===== src/rtl/fpd_pkg.sv =====
package fpd_pkg;
    parameter int FLD_W = 5;
    parameter int IDX_W = FLD_W + 1;
    parameter int FTT_W = 3;
    parameter int OPF_W = 9;
    parameter int NCC   = 4;
    parameter int CCS_W = $clog2(NCC);
    parameter int NOPND = 3;

    localparam logic [31:0] GRP_MASK = 32'hC1F8_0000;
    localparam logic [31:0] GRP_A    = 32'h81A0_0000;
    localparam logic [31:0] GRP_B    = 32'h81A8_0000;

    localparam logic [FTT_W-1:0] FTT_UNFIN  = 3'd2;
    localparam logic [FTT_W-1:0] FTT_UNIMP  = 3'd3;
    localparam logic [FTT_W-1:0] FTT_BADREG = 3'd6;

    typedef enum logic [1:0] {SZ_NONE, SZ_S, SZ_D, SZ_Q} sz_e;

    typedef struct packed {
        logic             known;
        logic             any_ftt;
        logic [FTT_W-1:0] ftt;
        sz_e              rd;
        sz_e              rs2;
        sz_e              rs1;
        logic             cmp;
    } desc_t;

    typedef struct packed {
        logic             accept;
        logic             ftt_we;
        logic [FTT_W-1:0] ftt_new;
        logic [OPF_W-1:0] opf;
        sz_e              rs1_sz;
        sz_e              rs2_sz;
        sz_e              rd_sz;
        logic [IDX_W-1:0] rs1_idx;
        logic [IDX_W-1:0] rs2_idx;
        logic [IDX_W-1:0] rd_idx;
        logic [CCS_W-1:0] cc_sel;
    } dec_t;

    function automatic desc_t mk(input logic [FTT_W-1:0] t, input logic any,
                                 input sz_e d, input sz_e b, input sz_e a,
                                 input logic c);
        desc_t r;
        r.known = 1'b1; r.any_ftt = any; r.ftt = t;
        r.rd = d; r.rs2 = b; r.rs1 = a; r.cmp = c;
        return r;
    endfunction

    function automatic desc_t lookup(input logic grp_b, input logic [OPF_W-1:0] opf);
        desc_t r;
        r = '0;
        if (grp_b) begin
            case (opf)
                9'h053, 9'h057: r = mk(FTT_UNIMP, 1'b0, SZ_NONE, SZ_Q, SZ_Q, 1'b1);
                default:        r = '0;
            endcase
        end else begin
            case (opf)
                9'h003, 9'h007, 9'h00b, 9'h02b:
                                r = mk(FTT_UNIMP, 1'b0, SZ_Q, SZ_Q, SZ_NONE, 1'b0);
                9'h043, 9'h047, 9'h04b, 9'h04f:
                                r = mk(FTT_UNIMP, 1'b0, SZ_Q, SZ_Q, SZ_Q, 1'b0);
                9'h06e:         r = mk(FTT_UNIMP, 1'b0, SZ_Q, SZ_D, SZ_D, 1'b0);
                9'h083, 9'h0cb: r = mk(FTT_UNIMP, 1'b0, SZ_D, SZ_Q, SZ_NONE, 1'b0);
                9'h08c, 9'h0ce: r = mk(FTT_UNIMP, 1'b0, SZ_Q, SZ_D, SZ_NONE, 1'b0);
                9'h0c7, 9'h0d3: r = mk(FTT_UNIMP, 1'b0, SZ_S, SZ_Q, SZ_NONE, 1'b0);
                9'h0cc, 9'h0cd: r = mk(FTT_UNIMP, 1'b0, SZ_Q, SZ_S, SZ_NONE, 1'b0);
                9'h029:         r = mk(FTT_UNFIN, 1'b1, SZ_S, SZ_S, SZ_NONE, 1'b0);
                9'h02a:         r = mk(FTT_UNFIN, 1'b1, SZ_D, SZ_D, SZ_NONE, 1'b0);
                9'h042, 9'h046, 9'h04a, 9'h04e:
                                r = mk(FTT_UNFIN, 1'b0, SZ_D, SZ_D, SZ_D, 1'b0);
                9'h041, 9'h045, 9'h049, 9'h04d:
                                r = mk(FTT_UNFIN, 1'b0, SZ_S, SZ_S, SZ_S, 1'b0);
                9'h069:         r = mk(FTT_UNFIN, 1'b0, SZ_D, SZ_S, SZ_S, 1'b0);
                9'h081, 9'h0c9, 9'h0c8:
                                r = mk(FTT_UNFIN, 1'b0, SZ_D, SZ_S, SZ_NONE, 1'b0);
                9'h082, 9'h088: r = mk(FTT_UNFIN, 1'b0, SZ_D, SZ_D, SZ_NONE, 1'b0);
                9'h0c6, 9'h0d2, 9'h084:
                                r = mk(FTT_UNFIN, 1'b0, SZ_S, SZ_D, SZ_NONE, 1'b0);
                9'h0d1:         r = mk(FTT_UNFIN, 1'b0, SZ_S, SZ_S, SZ_NONE, 1'b0);
                default:        r = '0;
            endcase
        end
        return r;
    endfunction

    function automatic logic [1:0] cc_encode(input logic [2:0] res);
        case (res)
            3'd0:    return 2'd0;
            3'd1:    return 2'd1;
            3'b111:  return 2'd2;
            default: return 2'd3;
        endcase
    endfunction
endpackage


===== src/rtl/fpd_opnd_map.sv =====
module fpd_opnd_map
    import fpd_pkg::*;
#(
    parameter int FW = FLD_W,
    parameter int IW = FW + 1
) (
    input  logic [FW-1:0] fld,
    input  sz_e           sz,
    output logic [IW-1:0] idx,
    output logic          bad
);
    always_comb begin
        idx = '0;
        bad = 1'b0;
        case (sz)
            SZ_S:       idx = {1'b0, fld};
            SZ_D:       idx = {fld[0], fld[FW-1:1], 1'b0};
            SZ_Q: begin
                        idx = {fld[0], fld[FW-1:1], 1'b0};
                        bad = fld[1];
            end
            default:    idx = '0;
        endcase
    end
endmodule


===== src/rtl/fpd_cc_write.sv =====
module fpd_cc_write
    import fpd_pkg::*;
(
    input  logic             clk,
    input  logic             rst,
    input  logic             valid,
    input  logic [2:0]       res,
    input  logic [CCS_W-1:0] sel,
    output logic [NCC-1:0]   we,
    output logic [1:0]       val
);
    always_ff @(posedge clk) begin
        if (rst) begin
            we  <= '0;
            val <= '0;
        end else if (valid) begin
            we  <= NCC'(1) << sel;
            val <= cc_encode(res);
        end else begin
            we  <= '0;
            val <= '0;
        end
    end
endmodule


===== src/rtl/fpop_spec_decoder.sv =====
module fpop_spec_decoder
    import fpd_pkg::*;
(
    input  logic             clk,
    input  logic             rst,
    input  logic             in_valid,
    output logic             in_ready,
    input  logic [31:0]      in_instr,
    input  logic [FTT_W-1:0] in_pend_ftt,
    output logic             out_valid,
    input  logic             out_ready,
    output logic             out_accept,
    output logic             out_ftt_we,
    output logic [FTT_W-1:0] out_ftt_new,
    output logic [OPF_W-1:0] out_opf,
    output logic [1:0]       out_rs1_sz,
    output logic [1:0]       out_rs2_sz,
    output logic [1:0]       out_rd_sz,
    output logic [IDX_W-1:0] out_rs1_idx,
    output logic [IDX_W-1:0] out_rs2_idx,
    output logic [IDX_W-1:0] out_rd_idx,
    output logic [CCS_W-1:0] out_cc_sel,
    input  logic             cc_valid,
    input  logic [2:0]       cc_res,
    input  logic [CCS_W-1:0] cc_sel,
    output logic [NCC-1:0]   cc_we,
    output logic [1:0]       cc_val
);
    logic             in_grp_a, in_grp_b;
    logic [OPF_W-1:0] opf;
    desc_t            desc;
    logic [FLD_W-1:0] fld  [NOPND];
    sz_e              sz   [NOPND];
    logic [IDX_W-1:0] idx  [NOPND];
    logic [NOPND-1:0] bad_v;
    logic             ftt_ok;
    dec_t             nxt, held;

    assign in_grp_a = (in_instr & GRP_MASK) == GRP_A;
    assign in_grp_b = (in_instr & GRP_MASK) == GRP_B;
    assign opf      = in_instr[13:5];

    always_comb begin
        desc = lookup(in_grp_b, opf);
        if (!(in_grp_a || in_grp_b)) desc = '0;
    end

    // operand order: 0 = source 1, 1 = source 2, 2 = destination
    assign fld[0] = in_instr[18:14];
    assign fld[1] = in_instr[4:0];
    assign fld[2] = in_instr[29:25];
    assign sz[0]  = desc.rs1;
    assign sz[1]  = desc.rs2;
    assign sz[2]  = desc.rd;

    for (genvar k = 0; k < NOPND; k++) begin : g_opnd
        fpd_opnd_map #(.FW(FLD_W), .IW(IDX_W)) map_i (
            .fld (fld[k]),
            .sz  (sz[k]),
            .idx (idx[k]),
            .bad (bad_v[k])
        );
    end

    assign ftt_ok = desc.any_ftt ? (in_pend_ftt == FTT_UNFIN || in_pend_ftt == FTT_UNIMP)
                                 : (in_pend_ftt == desc.ftt);

    always_comb begin
        nxt         = '0;
        nxt.opf     = opf;
        nxt.rs1_sz  = desc.rs1;
        nxt.rs2_sz  = desc.rs2;
        nxt.rd_sz   = desc.rd;
        nxt.rs1_idx = idx[0];
        nxt.rs2_idx = idx[1];
        nxt.rd_idx  = idx[2];
        nxt.cc_sel  = desc.cmp ? in_instr[26:25] : '0;
        if (desc.known && ftt_ok) begin
            nxt.ftt_we  = 1'b1;
            nxt.accept  = ~|bad_v;
            nxt.ftt_new = (|bad_v) ? FTT_BADREG : '0;
        end
    end

    assign in_ready = !out_valid || out_ready;

    always_ff @(posedge clk) begin
        if (rst) begin
            out_valid <= 1'b0;
            held      <= '0;
        end else if (in_ready) begin
            out_valid <= in_valid;
            if (in_valid) held <= nxt;
        end
    end

    assign out_accept  = held.accept;
    assign out_ftt_we  = held.ftt_we;
    assign out_ftt_new = held.ftt_new;
    assign out_opf     = held.opf;
    assign out_rs1_sz  = held.rs1_sz;
    assign out_rs2_sz  = held.rs2_sz;
    assign out_rd_sz   = held.rd_sz;
    assign out_rs1_idx = held.rs1_idx;
    assign out_rs2_idx = held.rs2_idx;
    assign out_rd_idx  = held.rd_idx;
    assign out_cc_sel  = held.cc_sel;

    fpd_cc_write cc_i (
        .clk   (clk),
        .rst   (rst),
        .valid (cc_valid),
        .res   (cc_res),
        .sel   (cc_sel),
        .we    (cc_we),
        .val   (cc_val)
    );
endmodule


===== config.mk =====
export PLATFORM = sky130hd
export DESIGN_NAME = fpop_spec_decoder
export DESIGN_NICKNAME = d
export VERILOG_FILES = /design/src/rtl/fpd_pkg.sv /design/src/rtl/fpd_opnd_map.sv /design/src/rtl/fpd_cc_write.sv /design/src/rtl/fpop_spec_decoder.sv
export SDC_FILE = /design/constraint.sdc
export NUM_CORES = 1
export LEC_CHECK = 0
export BUFFER_PORTS_ARGS = -buffer_cell sky130_fd_sc_hd__clkbuf_2
export CAP_MARGIN = 5
export CORE_MARGIN = 1
export CORE_UTILIZATION = 45
export CTS_CLUSTER_DIAMETER = 80
export DETAILED_ROUTE_END_ITERATION = 7
export GPL_TIMING_DRIVEN = 0
export PLACE_DENSITY = 0.75
export SLEW_MARGIN = 20
export SYNTH_ARGS = -nofsm -noshare
export SYNTH_HDL_FRONTEND = slang
export SYNTH_SLANG_ARGS = --single-unit

===== constraint.sdc =====
create_clock -name clk -period 4 [get_ports clk]
set_clock_uncertainty 0.1 [all_clocks]
set_input_delay 0.4 -clock clk [delete_from_list [all_inputs] [get_ports clk]]
set_output_delay 0.4 -clock clk [all_outputs]
set_load 0.01 [all_outputs]

# After elaboration in Yosys (flattened, before gate mapping)
# Cells that the tools add are included.
# classes
eq_ne,55
n_shift,1
mux,15
n_bitwise,1
reduce_logical,25
# op_table
op,n
$pmux 12 s16,1
$eq 9x8->1 const B,17
$eq 9x7->1 const B,16
$mux 12,3
$pmux 6 s2,3
$eq 9x6->1 const B,3
$reduce_or 2->1,10
$eq 8x8->1 const B,2
$reduce_or 4->1,4
$eq 2x2->1 const B,6
$eq 9x2->1 const B,1
$eq 9x3->1 const B,1
$eq 9x4->1 const B,1
$reduce_or 3->1,3
$eq 2x1->1 const B,3
$eq 3x2->1 const B,2
$pmux 2 s3,1
$mux 5,1
$mux 1,4
$shl 1x2->4 const A,1
$eq 3x1->1 const B,1
$eq 3x3->1,1
$eq 3x3->1 const B,1
$logic_not 3->1,1
7 further kinds,10
# totals
ff_bits,47
out_inout_bits,48
wordCells,111

# Logic depth before layout (Yosys ltp)
# depth
word_depth,10
mapped_depth,8

# By module
# A second synthesis with hierarchy kept.
# unflattened
hier_cells,304
hier_area_um2,2439.8
# by_module_without_submodules
module,instances,cells_per_inst,area_per_inst_um2,seq_area_each_um2
fpop_spec_decoder,1,267,2078.2,780.7
fpd_cc_write,1,16,203.9,120.1
fpd_opnd_map,3,7,52.6,0.0

# Least setup slack after synthesis
# No wires, ideal clock.
# synth_path
path_type,input to register
start,in in_instr[10]
end,reg held (netlist bit out_rd_idx[0])
setup_time_ns,0.070
arrival_time_ns,2.239
path_slack_ns,1.591
cell_stages,8
path_buffers,1
cell_sequence,buf_6 nor4bb_2 o211a_1 a31oi_2 nand2_1 or4b_4 or4b_1 a21oi_1
# synth_between
elab_chain_cells,8
word_cells_on_any_way,56
# synth_rtl
element,line_no,rtl
start: declaration,fpop_spec_decoder.sv:8,"input logic [31:0] in_instr,"
"$eq 9x7->1, or another cell as far along",fpd_pkg.sv:62,case (opf)
"$reduce_or 4->1, or another cell as far along",fpd_pkg.sv:62,
$pmux 12 s16 *,fpd_pkg.sv:62,
$mux 12 *,fpd_pkg.sv:56,if (grp_b) begin
$mux 12 *,fpop_spec_decoder.sv:45,if (!(in_grp_a || in_grp_b)) desc = '0;
$eq 2x2->1,fpd_opnd_map.sv:15,case (sz)
$reduce_or 2->1 (no source line),n/a,
$pmux 6 s2 *,fpd_opnd_map.sv:15,
end signal: assignment,fpop_spec_decoder.sv:93,if (in_valid) held <= nxt;
end: declaration,fpop_spec_decoder.sv:37,"dec_t nxt, held;"
# Every way passes the cells marked *; elsewhere a longest branch is shown, timed or not.
# A chain may end at the register's enable or synchronous reset.

# Final worst setup path
# layout_path
start,in in_instr[9]
end,reg held (netlist bit out_rs2_idx[3])
# layout_between
elab_chain_cells,8
word_cells_on_any_way,60
# layout_rtl
element,line_no
"$eq 9x7->1, or another cell as far along",fpd_pkg.sv:62
"$reduce_or 4->1, or another cell as far along",fpd_pkg.sv:62
$pmux 12 s16 / $mux 12 (equally long branches),"fpd_pkg.sv:62, fpd_pkg.sv:57"
$mux 12 *,fpd_pkg.sv:56
$mux 12 *,fpop_spec_decoder.sv:45
$eq 2x2->1,fpd_opnd_map.sv:15
$reduce_or 2->1 (no source line),n/a
$pmux 6 s2 *,fpd_opnd_map.sv:15
# Marked as above.

==> results.toml <==
[floorplanning]
core-area_mm2 = 0.00479
ioPinCount = 93
initial_core_util_pct = 47.4
rows = 25
die_h_um = 73.0
die_area_mm2 = 0.00533
fp.dieW_um = 73.0

[synthesis]
synthArstFlopShare_pct = 0
synth-seq-cells = 45
syn_area_mm2 = 0.00227
yosys_warnings = 0
synth_edf_count = 0
syn_avg_cell_area_um2 = 8.16
synth-main-ff-cell = "dfxtp_1"
synth_nets = 323
syn_inst = 278
synth_cell_types = 53
ys_seq_area_share_pct = 39.7

[worst_hold_path]
hold_class = "in2reg"

[grt]
antenna_found_initial = 0
overflow = 0
grt_first_pass_wirelength_um = 9050
grt_pass1_vias = 1966
grt_max_degree = 15
grt_usage_pct = 21.8

[finish]
fin_util_pct = 60.2
fin_nets = 417
drive_gt1_share_pct = 30.3
area_delta_synth_final_pct = 27.2
n_antenna_cell = 0
fillers = 477

[timing]
slew_headroom_pct = 58.2
worst_pin_slew_ns = 0.624
finalSetupTns_ns = 0
hold_ws_ns = 0.202
rsz0062_at_grt = "false"
final-max-slew-violation-count = 0
period_share_pct = 61.7
finalCriticalPeriod_ns = 2.47
hold_violations = 0
fmax_ghz = 0.405
setup_viol = 0

[worst_setup_path]
worstPathArrival_ns = 2.61
crit_required_ns = 4.14
path_class = "in2reg"
cp-start-kind = "input pin"
r2r_setup_slack_ns = 2.13
end_kind = "register"
crit_fanout = 6

[drt]
drc_errors = 0
dr.pass1.iters = 4
drtAntennaViolNets = 0
viasPerCell = 5.28
drt_wl_total_um = 5790
dr_total_vias = 2322
wire_per_inst_um = 13.2
drtIter0Drc = 160

[clock_network]
clk_latency_ns = 0.29
cts_tree = "built"
cts_setup_buffers = 0
htreeDepth = 2
cts_buffers = 5
clkTransAtPathRegs_ns = 0.08
clockBufferDepth = 2
hold_buffers = 0
cts_root_buf = "clkbuf_8"
cts_resized = 0
clock_sinks = 45

[placement]
gp_congestion = 0.895
port_buffers = 87
dp_hpwl_um = 4540

[power]
power_density_mw_per_mm2 = 299
p_leak_nw = 1.28
ir_drop_mv = 0.178

[run_status]
status = "finished, final reports clean"

[run]
cap_violations = 0
==> logic make-up after synthesis <==
group | count (synthesis) | synth area share, %
and+or+nand+nor | 135 | 31.0
buffers and inverters | 24 | 4.86
other | 1 | 0.165
AOI/OAI and AO/OA | 69 | 22.7
xor gates and xnor gates | 4 | 1.55
DFF | 45 | 39.7
==> metrics by stage <==
step	cell area (µm²)	cells	worst slack (ns)	total power [W]
after global routing	2880	440	1.41	0.000900
after floorplan	2270	278	1.59	0.000534
after global placement	2790	432	1.26	0.000584
after detailed placement	2790	432	1.26	0.000584
final	2880	440	1.53	0.000862
after CTS	2880	440	1.56	0.000870
==> where the power goes <==
part,switching (W),internal (W),total [W]
Clock,0.000147,0.000140,0.000287
Combinational,0.0000718,0.0000438,0.000116
Sequential,0.00000335,0.000456,0.000459
==> routing by layer <==
| layer | vias up | global-route usage (%) | part of all wire (%) |
|---|---|---|---|
| li1 | 1182 | - | - |
| met1 | 1065 | 30.0 | 47 |
| met2 | 71 | 35.5 | 49 |
| met3 | 4 | 3.73 | 4.1 |
| met4 | 0 | 5.23 | 0.60 |
| met5 | - | 0 | 0 |
==> flip-flops by register name (all words and copies together), names as in the netlist, 4 cells and up <==
signal and cells:
cc_i.we 4, out_rs1_idx 6, out_rs2_idx 6, out_rd_idx 6
out_opf 9
==> cells in the mapped netlist (2+ instances only) <==
master | n | area [µm²]
a21oi_1 | 27 | 135
a22o_1 | 4 | 35.0
a22oi_1 | 9 | 67.6
a32oi_1 | 3 | 26.3
a41oi_1 | 2 | 17.5
and2_1 | 6 | 37.5
and3_1 | 4 | 25.0
buf_2 | 4 | 20.0
buf_4 | 2 | 15.0
clkbuf_1 | 10 | 37.5
dfxtp_1 | 45 | 901
inv_1 | 6 | 22.5
nand2_1 | 46 | 173
nand2b_1 | 3 | 18.8
nand3_1 | 13 | 65.1
nand3b_1 | 2 | 15.0
nand4_1 | 6 | 37.5
nor2_1 | 25 | 93.8
nor2b_1 | 8 | 50.1
nor3_1 | 11 | 55.1
o211a_1 | 3 | 30.0
o211ai_1 | 2 | 15.0
o21a_1 | 3 | 22.5
o21ai_0 | 3 | 15.0
xnor2_1 | 2 | 17.5
xor2_1 | 2 | 17.5
==> final timing paths <==
kind,from,end,cells past startpoint
worst max-delay path,in_instr[9],out_rs2_idx[3],8
worst min register to register,out_rs2_idx[5],out_rs2_idx[5],2
worst min-delay path,cc_sel[1],cc_i.we[1],2
worst max register to register,out_valid,out_opf[8],6
==> critical path, cell delays in order <==
cell and delay, ns:
clkbuf_2 0.15, nor4b_4 0.50, nand2_2 0.10, a21oi_1 0.39
nor2b_4 0.09, a31oi_1 0.52, o211a_1 0.33, a22o_1 0.14
==> cells in the final DEF, fill, tap and decap left out, types with 8 or more instances in the layout <==
cell	netlist	layout
a21oi_1	27	27
nand2_1	46	46
clkbuf_2	0	87
clkbuf_1	10	10
nand3_1	13	13
nor2b_1	8	8
dfxtp_1	45	45
nor2_1	25	25
a22oi_1	9	9
nor3_1	11	11
==> final cells by class <==
class	count	area (µm²)	share of cell area (%)
clock inverter	2	13.8	0.477
inverter	6	22.5	0.781
timing repair buffer	87	435	15.1
tap	67	83.8	2.91
buffer	18	87.6	3.04
clock buffer	6	82.6	2.86
sequential	45	901	31.3
multi-input combinational	209	1260	43.6
No activity file was read; power rests on OpenSTA's default activity.
